$ cat src/rtl/rtc_pkg.sv
package rtc_pkg;
  localparam int BYTE_W = 8;

  localparam logic [7:0] IX_CTLA = 8'h0A;
  localparam logic [7:0] IX_CTLB = 8'h0B;
  localparam logic [7:0] IX_CTLC = 8'h0C;
  localparam logic [7:0] IX_CTLD = 8'h0D;

  // fixed rate/timebase field returned by control A
  localparam logic [6:0] CTLA_RATE  = 7'h26;
  // control B bits that must always read set
  localparam logic [7:0] CTLB_FIXED = 8'h06;
  localparam logic [7:0] CTLB_PIE   = 8'h40;
  localparam logic [7:0] CTLB_SQW   = 8'h08;

  typedef enum logic [2:0] {
    K_TIME,
    K_ALARM,
    K_CTLA,
    K_CTLB,
    K_CTLC,
    K_CTLD,
    K_BAD
  } loc_kind_e;

  function automatic loc_kind_e classify(input logic [7:0] ix);
    loc_kind_e k;
    case (ix)
      8'h00, 8'h02, 8'h04,
      8'h06, 8'h07, 8'h08, 8'h09: k = K_TIME;
      8'h01, 8'h03, 8'h05:        k = K_ALARM;
      IX_CTLA:                    k = K_CTLA;
      IX_CTLB:                    k = K_CTLB;
      IX_CTLC:                    k = K_CTLC;
      IX_CTLD:                    k = K_CTLD;
      default:                    k = K_BAD;
    endcase
    return k;
  endfunction
endpackage

$ cat src/rtl/rtc_prescaler.sv
module rtc_prescaler #(
  parameter int DIV = 1024
) (
  input  logic clk,
  input  logic rst,
  input  logic run,
  output logic tick
);
  localparam int CW = (DIV > 1) ? $clog2(DIV) : 1;
  localparam logic [CW-1:0] LAST = CW'(DIV - 1);

  logic [CW-1:0] cnt_q;

  // counter idles at zero while stopped, so a fresh start has full phase
  always_ff @(posedge clk) begin
    if (rst || !run) cnt_q <= '0;
    else if (cnt_q == LAST) cnt_q <= '0;
    else cnt_q <= cnt_q + 1'b1;
  end

  assign tick = run && (cnt_q == LAST);
endmodule

$ cat src/rtl/rtc_time_ram.sv
module rtc_time_ram #(
  parameter int AW = 4,
  parameter int DW = 8
) (
  input  logic          clk,
  input  logic          we,
  input  logic [AW-1:0] waddr,
  input  logic [DW-1:0] wdata,
  input  logic [AW-1:0] raddr,
  output logic [DW-1:0] rdata
);
  localparam int DEPTH = 1 << AW;

  logic [DW-1:0] mem [DEPTH];

  always_ff @(posedge clk) begin
    if (we) mem[waddr] <= wdata;
  end

  assign rdata = mem[raddr];
endmodule

$ cat src/rtl/rtc_ctrl.sv
module rtc_ctrl
  import rtc_pkg::*;
(
  input  logic              clk,
  input  logic              rst,
  input  logic              rd_acc,
  input  logic              wr_acc,
  input  loc_kind_e         kind,
  input  logic [BYTE_W-1:0] wdata,
  input  logic              tick,
  output logic [BYTE_W-1:0] ctrl_q,
  output logic              pie,
  output logic              pend,
  output logic              bad_acc
);
  logic uip;
  logic b_ok;
  logic a_ok;

  assign a_ok = (wdata == {1'b0, CTLA_RATE});
  assign b_ok = ((wdata & ~(CTLB_PIE | CTLB_SQW)) == CTLB_FIXED);

  always_comb begin
    bad_acc = 1'b0;
    if (wr_acc) begin
      case (kind)
        K_CTLA:                bad_acc = !a_ok;
        K_CTLB:                bad_acc = !b_ok;
        K_CTLC, K_CTLD, K_BAD: bad_acc = 1'b1;
        default:               bad_acc = 1'b0;
      endcase
    end else if (rd_acc) begin
      bad_acc = (kind == K_CTLD) || (kind == K_BAD);
    end
  end

  always_comb begin
    case (kind)
      K_CTLA:  ctrl_q = {uip, CTLA_RATE};
      K_CTLB:  ctrl_q = CTLB_FIXED | (pie ? CTLB_PIE : 8'h00);
      K_CTLC:  ctrl_q = {pend, pend, 6'b0};
      default: ctrl_q = '0;
    endcase
  end

  always_ff @(posedge clk) begin
    if (rst) begin
      uip  <= 1'b0;
      pie  <= 1'b1;
      pend <= 1'b0;
    end else begin
      if (rd_acc && kind == K_CTLA) uip <= ~uip;
      if (wr_acc && kind == K_CTLB && b_ok) pie <= wdata[6];
      // a new event wins over a clearing read in the same cycle
      if (tick) pend <= 1'b1;
      else if (rd_acc && kind == K_CTLC) pend <= 1'b0;
    end
  end
endmodule

$ cat src/rtl/rtc_index_port.sv
module rtc_index_port
  import rtc_pkg::*;
#(
  parameter int CLK_FREQ_HZ = 1048576,
  parameter int PIRQ_HZ     = 1024,
  parameter int RAM_AW      = 4
) (
  input  logic       clk,
  input  logic       rst,
  input  logic       port_sel,
  input  logic       rd_en,
  input  logic       wr_en,
  input  logic [7:0] wdata,
  output logic [7:0] rdata,
  output logic       err,
  output logic       irq
);
  localparam int DIV = CLK_FREQ_HZ / PIRQ_HZ;

  logic [BYTE_W-1:0] idx_q;
  logic              idx_wr, idx_rd, dat_wr, dat_rd;
  loc_kind_e         kind;
  logic [BYTE_W-1:0] ram_q, ctrl_q;
  logic              pie, pend, tick, bad_acc;

  assign idx_wr = wr_en && !port_sel;
  assign idx_rd = rd_en && !port_sel;
  assign dat_wr = wr_en && port_sel;
  assign dat_rd = rd_en && port_sel;
  assign kind   = classify(idx_q);

  always_ff @(posedge clk) begin
    if (rst) idx_q <= '0;
    else if (idx_wr) idx_q <= wdata;
  end

  rtc_time_ram #(.AW(RAM_AW), .DW(BYTE_W)) i_ram (
    .clk   (clk),
    .we    (dat_wr && kind == K_TIME),
    .waddr (idx_q[RAM_AW-1:0]),
    .wdata (wdata),
    .raddr (idx_q[RAM_AW-1:0]),
    .rdata (ram_q)
  );

  rtc_prescaler #(.DIV(DIV)) i_pre (
    .clk  (clk),
    .rst  (rst),
    .run  (pie),
    .tick (tick)
  );

  rtc_ctrl i_ctrl (
    .clk     (clk),
    .rst     (rst),
    .rd_acc  (dat_rd),
    .wr_acc  (dat_wr),
    .kind    (kind),
    .wdata   (wdata),
    .tick    (tick),
    .ctrl_q  (ctrl_q),
    .pie     (pie),
    .pend    (pend),
    .bad_acc (bad_acc)
  );

  always_ff @(posedge clk) begin
    if (rst) begin
      rdata <= '0;
      err   <= 1'b0;
    end else begin
      err <= bad_acc;
      if (idx_rd) rdata <= idx_q;
      else if (dat_rd) begin
        case (kind)
          K_TIME:         rdata <= ram_q;
          K_ALARM, K_BAD: rdata <= '0;
          default:        rdata <= ctrl_q;
        endcase
      end
    end
  end

  assign irq = pend;
endmodule

$ cat config.mk
export PLATFORM = sky130hd
export DESIGN_NAME = rtc_index_port
export DESIGN_NICKNAME = d
export VERILOG_FILES = /design/src/rtl/rtc_pkg.sv /design/src/rtl/rtc_prescaler.sv /design/src/rtl/rtc_time_ram.sv /design/src/rtl/rtc_ctrl.sv /design/src/rtl/rtc_index_port.sv
export SDC_FILE = /design/constraint.sdc
export NUM_CORES = 1
export LEC_CHECK = 0
export ABC_CLOCK_PERIOD_IN_PS = 6500
export BUFFER_PORTS_ARGS = -buffer_cell sky130_fd_sc_hd__buf_2
export CAP_MARGIN = 25
export CORE_ASPECT_RATIO = 1.25
export CORE_MARGIN = 2
export CORE_UTILIZATION = 60
export CTS_CLUSTER_SIZE = 12
export DETAILED_ROUTE_END_ITERATION = 10
export PLACE_DENSITY = 0.83
export SLEW_MARGIN = 20
export SYNTH_ARGS = -nofsm -noshare
export SYNTH_HDL_FRONTEND = slang
export SYNTH_HIERARCHICAL = 1
export SYNTH_SLANG_ARGS = --single-unit
$ cat constraint.sdc
create_clock -name clk -period 6.5 [get_ports clk]
set_input_delay 0 -clock clk [delete_from_list [all_inputs] [get_ports clk]]
set_output_delay 0 -clock clk [all_outputs]
set_load 0.01 [all_outputs]
==> results of run 1 <==
[synth_stat cells (4+ instances only)]
library cell	n
buf_2	5
nand3_1	16
mux4_1	14
inv_1	5
dfxtp_1	33
nor3b_1	8
nor2_1	32
nor3_1	5
edfxtp_1	128
mux2i_1	4
a22oi_1	16
a2111oi_2	8
nand2_1	27
mux4_2	18
o21ai_0	6
buf_6	4
nor2b_1	6
buf_4	5
a21oi_1	21
nand2b_1	6
nand3b_1	4
[stage by stage]
step	cells	utilization, %	total power [mW]
2_1_floorplan	424	-	1.25
3_3_place_gp	566	62.8	1.29
3_5_place_dp	566	62.8	1.29
4_1_cts	600	68.0	2.20
5_1_grt	600	68.0	2.25
6_report	600	68.0	2.19
[power by group]
group | internal, mW | total (mW) | switching [mW] | leakage, nW
Clock | 0.516 | 0.913 | 0.397 | 0.270
Sequential | 1.12 | 1.13 | 0.00917 | 1.42
Combinational | 0.0530 | 0.140 | 0.0874 | 0.793
[critical path: stages (launching register included)]
cell     delay [ps]
dfxtp_1         340
nor3_2          460
and3_2          310
or3b_2          520
nor2_1          650
[cells by family (layout without fill, tap and decap cells)]
| kind of cell | after synthesis | after routing |
|---|---|---|
| DFF | 161 | 161 |
| and+or+nand+nor | 135 | 135 |
| xor gates and xnor gates | 4 | 4 |
| adders and majority gates | 1 | 1 |
| other | 1 | 3 |
| AOI/OAI and AO/OA | 59 | 59 |
| muxes | 36 | 36 |
| buffers and inverters | 25 | 66 |
[final cells by class]
| class | count | area share, % |
|---|---|---|
| clock buffer | 19 | 6.02 |
| inverter | 5 | 0.249 |
| clock inverter | 13 | 1.33 |
| tap | 135 | 2.24 |
| multi-input combinational | 238 | 28.2 |
| timing repair buffer | 29 | 2.22 |
| sequential | 161 | 59.8 |
[sequential cells by signal (all words and copies together) (netlist names), named ones only]
signal and flops:
i_ram/mem 128, i_ctrl/pie 1, i_pre/cnt_q 10, rdata 8
idx_q 8, i_ctrl/uip 1, err 1, i_ctrl/pend 1
[metal layers]
layer  GRT usage (%)  share of wire (%)  routed length (um)  vias to the layer above
li1                -                  -                   -                     1741
met1            31.4                 40                5510                     1950
met2            41.3                 52                7310                      160
met3            4.10                5.6                 774                       27
met4            9.76                2.5                 348                        0
met5               0                  0                   0                        -
[worst paths after layout]
| check | start | cells after the start | end | slack, ps |
|---|---|---|---|---|
| min | wdata[2] | 1 | i_ram/mem[12][2]$_DFFE_PP_ | 20 |
| max reg2reg | register | 4 | i_ram/mem[2][6]$_DFFE_PP_ | 3830 |
| min reg2reg | i_pre/cnt_q[0]$_SDFF_PP0_ | 1 | i_pre/cnt_q[0]$_SDFF_PP0_ | 450 |
| max | register | 4 | i_ram/mem[2][6]$_DFFE_PP_ | 3830 |
==> flow_summary_export.csv, run 1 <==
group,metric,value,unit
cts,clk_pin_slew_worst_paths,60,ps
outcome,status,"complete, no violations",
sta,hold_viol_final,0,
job,drv_cap,0,
cts,cts_resized,0,
synth,synth_compound_area_share,6.86,%
routing,route.detailed.drc,0,
cts,cts_setup_buffers,0,
synth,yosys_register_bits,161,
critical_path,worstPathArrival,2710,ps
final_layout,syn2layout_area_growth,11.1,%
cts,cts_hold_buf,2,
cts,cts_buffer_depth,2,
sta,worst_pin_slew,822,ps
routing,drtAntennaViolNets,0,
routing,drt_wl_total,13.9,mm
die,start_util,61.2,%
synth,synth_top_cell_by_area,"edfxtp_1",
grt,grt_start_max_net_pins,45,
synth,synthSimpleGateAreaFrac,11.5,%
routing,viasPerCell,6.46,
synth,synth-edff-count,128,
synth,synthXorXnorAreaFrac,0.516,%
synth,yosys.area_share.adder,0.184,%
final_layout,layout-drive-gt1-share,21.3,%
final_layout,multi_input_area,2120,um2
place,dpl_cell_area,6960,um2
die,io_pins,23,
place,preCtsSetupSlack,3680,ps
die,core,11100,um2
grt,grt_overflow,0,
grt,grt_pass1_vias,3767,
synth,synth_top_family_by_area,"multiplexers",
routing,firstDrtPassIters,5,
place,gp_congestion,0.867,
sta,whs,22.8,ps
final_layout,n_antenna_cell,0,
synth,syn-mean-instance-area,16.1,um2
final_layout,nets,466,
synth,ys_top_cells_by_area,"edfxtp_1 57%, dfxtp_1 9.7%, mux4_2 6.0%",
sta,rsz0062_at_grt,"no",
die,core.rowCount,43,
grt,grt_pass1_wl,21.5,mm
hold_path,hold_class,"in2reg",
power,ir_worst_vdd,0.203,mV
die,die-height,123,um
synth,ys.flop_type,"edfxtp_1",
synth,synth_cell_type_count,57,
place,hpwlAfterDp,8.43,mm
final_layout,final_cell_area,7540,um2
sta,min_period,2670,ps
sta,setup_tns,0,ps
power,power.leakage,2.48,nW
final_layout,layout_common_cells,"128 x edfxtp_1, 32 x nor2_1, 32 x dfxtp_1, 27 x nand2_1, 22 x buf_2",
grt,antenna_found_initial,0,
synth,muxShareOfSynthArea,12.0,%
sta,slew_headroom,45.0,%
final_layout,register_area,4510,um2
cts,cts_inserted_buffers,17,
critical_path,path_class,"reg2reg",
critical_path,worstSetupStartpointType,"register",
cts,ctsRootBufferMaster,"clkbuf_16",
cts,cts_tree,"built",
critical_path,end_kind,"register",
final_layout,final_common_cell,"edfxtp_1",
cts,htree_levels,4,
routing,vias,3878,
sta,layout_setup_ws,3830,ps
cts,clock-sinks,161,
routing,wl_per_cell,23.2,um
critical_path,path_max_fanout,9,
sta,layout_worst_path_cycle_share,41.0,%
synth,yosysWarnings,6,
die,fp.dieW,99.1,um
final_layout,num-fill-cells,699,
synth,synth-async-reset-ratio,0,%
critical_path,worstPathRequired,6540,ps
cts,clk_latency,420,ps
sta,setup_viol,0,
synth,seq_area_frac_synth,66.4,%
synth,netlist.area_leader.share,56.7,%
grt,track_usage,24.3,%
power,power_density,290,nW/um2
sta,max_freq,0.375,GHz
routing,first_iter_violations,529,
sta,drv_slew,0,
synth,syn_area,6780,um2
place,port_buffers,22,
sta,fin_skew,6.29,ps
synth,syn_inst,422,
die,die-area,12200,um2
(Power assumes the default switching activity.)
==> run 2, diff against run 1 <==
ABC_CLOCK_PERIOD_IN_PS = 2400   (was 6500)
CORE_UTILIZATION = 55   (was 60)
PLACE_DENSITY = 0.81   (was 0.83)
clock period = 2.4 ns   (was 6.5 ns; I/O delays follow)
==> run 2 against run 1 <==
The run now ends with DRC left. Hold slack lost 3.0 ps. Worst setup slack lost 3600 ps. Critical path type unchanged. Die area grew 8.8%. Via count grew 2.4%. Non-clock buffer count grew 19. Largest power group unchanged. Routed wire length grew 0.84%. Global-route usage shrank 1.1 points. Maximum frequency grew 22%. Sequential cell count is the same. Cell count grew 7.7%. First-iteration DRC count shrank 25%. Combinational power grew to 2.8 times the previous value.
==> flow_summary_export.csv, run 2 (synthesized netlist as in run 1, its figures left out) <==
group,metric,value,unit
routing,wl_per_cell,21.8,um
cts,clk_latency,410,ps
routing,drt_wl_total,14.1,mm
power,seqPwrFrac,50.1,%
die,core.rowCount,45,
power,ir_worst_vdd,0.629,mV
grt,track_usage,23.2,%
critical_path,worstSetupStartpointType,"register",
die,start_util,56.0,%
cts,clk_pin_slew_worst_paths,60,ps
critical_path,cp-startpoint,"idx_q[0]$_SDFFE_PP0N_",
final_layout,reg.largest.list,"i_ram/mem (128), i_pre/cnt_q (10)",
power,p_int,4.83,mW
die,die-area,13200,um2
cts,cts_buffer_depth,2,
sta,slew_headroom,59.1,%
critical_path,rrSetupSlack,210,ps
sta,whs,19.8,ps
final_layout,register_area,4510,um2
sta,setup_viol,0,
grt,grt_overflow,0,
critical_path,path_class,"reg2reg",
job,drv_cap,0,
sta,layout_worst_path_cycle_share,91.1,%
outcome,violations,"DRC",
die,fp.dieW,103,um
sta,worst_pin_slew,608,ps
sta,hold_viol_final,0,
final_layout,nets,485,
sta,drv_slew,0,
final_layout,n_antenna_cell,0,
final_layout,largest_reg_flops,128,
die,io_pins,23,
sta,min_period,2190,ps
final_layout,num-fill-cells,800,
critical_path,worstPathArrival,2460,ps
routing,viasPerCell,6.15,
place,gp_congestion,0.860,
critical_path,worstPathRequired,2680,ps
power,p_sw_share,21.2,%
power,p_switching,1.30,mW
power,clkPwrFrac,43.6,%
critical_path,worstReg2RegEnd,"rdata[2]$_SDFFE_PP0P_",
critical_path,r2r_cells,6,
routing,vias,3973,
final_layout,layout-drive-gt1-share,23.9,%
routing,drtAntennaViolNets,0,
grt,grt_start_max_net_pins,45,
cts,ctsRootBufferMaster,"clkbuf_16",
critical_path,endpoint,"rdata[2]$_SDFFE_PP0P_",
grt,antenna_found_initial,0,
final_layout,layout_common_cells,"128 x edfxtp_1, 32 x nor2_1, 32 x dfxtp_1, 27 x nand2_1",
critical_path,worstReg2RegStart,"idx_q[0]$_SDFFE_PP0N_",
power,power_frac_comb,6.3,%
grt,grt_pass1_vias,3986,
die,die-height,128,um
sta,rsz0062_at_grt,"no",
routing,firstDrtPassIters,10,
cts,clock-sinks,161,
cts,cts_inserted_buffers,17,
grt,grt_pass1_wl,22.2,mm
final_layout,final_common_cell,"edfxtp_1",
routing,route.detailed.drc,2,
critical_path,end_kind,"register",
critical_path,path_max_fanout,34,
hold_path,hold_class,"in2reg",
cts,cts_resized,0,
place,port_buffers,22,
die,core,12100,um2
sta,max_freq,0.457,GHz
power,power_density,788,nW/um2
cts,cts_setup_buffers,0,
sta,fin_skew,9.80,ps
cts,cts_tree,"built",
place,hpwlAfterDp,8.85,mm
sta,setup_tns,0,ps
cts,htree_levels,4,
final_layout,syn2layout_area_growth,14.6,%
power,power.leakage,2.60,nW
final_layout,regMostFlops,"i_ram/mem",
final_layout,multi_input_area,2120,um2
routing,first_iter_violations,396,
outcome,status,"finished with violations",
run 2: cell types whose count changed in the layout (fill, tap and decap cells not counted), moves of 2 or more:
cell and delta:
clkinv_2 -2, buf_4 +17, buf_12 +2, bufinv_16 +3, inv_6 -2, clkinv_1 +2
run 2: how the worst min path moves through the flow:
stage / endpoint / from / slack, ps / depth (start not counted)
floorplan: register / rst / 70 / 1
global placement: i_ctrl/pend$_SDFFE_PP0P_ / rst / 380 / 2
detailed placement: err / err$_SDFF_PP0_ / 390 / 1
CTS: idx_q[5]$_SDFFE_PP0N_ / wdata[5] / 5 / 3
global route: idx_q[5]$_SDFFE_PP0N_ / wdata[5] / 30 / 3
finish: idx_q[5]$_SDFFE_PP0N_ / wdata[5] / 20 / 3
run 2: through the flow:
step           cells  setup WS (ps)  cell area, um2  utilization (%)  total power, mW
6_report         646            214            7780             64.2             6.13
5_1_grt          646            106            7780             64.2             6.30
4_1_cts          646            215            7780             64.2             6.15
3_5_place_dp     614            230            7170             59.2             3.51
3_3_place_gp     614            282            7170             59.2             3.50
2_1_floorplan    424            187            6800                -             3.38
run 2: cell type report:
| type | instances | area share (%) |
|---|---|---|
| repair buffers | 48 | 4.31 |
| well taps | 164 | 2.64 |
| multi-input cells | 238 | 27.3 |
| flip-flops and latches | 161 | 57.9 |
| clock buffers | 17 | 5.47 |
| inverters | 5 | 0.241 |
| clock inverters | 13 | 2.08 |
run 2: metal layers:
| layer | wire (um) | track usage [%] | vias to the layer above |
|---|---|---|---|
| met5 | 0 | 0 | - |
| met4 | 484 | 10.3 | 0 |
| met3 | 866 | 4.25 | 42 |
| met2 | 7190 | 37.1 | 181 |
| met1 | 5520 | 31.1 | 1979 |
| li1 | - | - | 1771 |
run 2: worst max-delay path: stages (launching register included):
cell       delay (ps)
dfxtp_2           350
buf_12            230
mux4_1            610
a22oi_1           310
nand2_1           100
a21oi_1           320
a2111oi_4         120
run 2: power groups by stage:
stage	Combinational, mW	Clock [mW]	Sequential, mW
floorplan	0.242	0	3.13
global placement	0.368	0	3.13
detailed placement	0.378	0	3.13
CTS	0.384	2.70	3.07
global route	0.418	2.80	3.07
finish	0.387	2.67	3.07
run 2: what timing repair did:
action,4_1_cts,5_1_grt
setup endpoints to repair,0,0
endpoints found under the hold margin,9,0
hold buffers,2,0
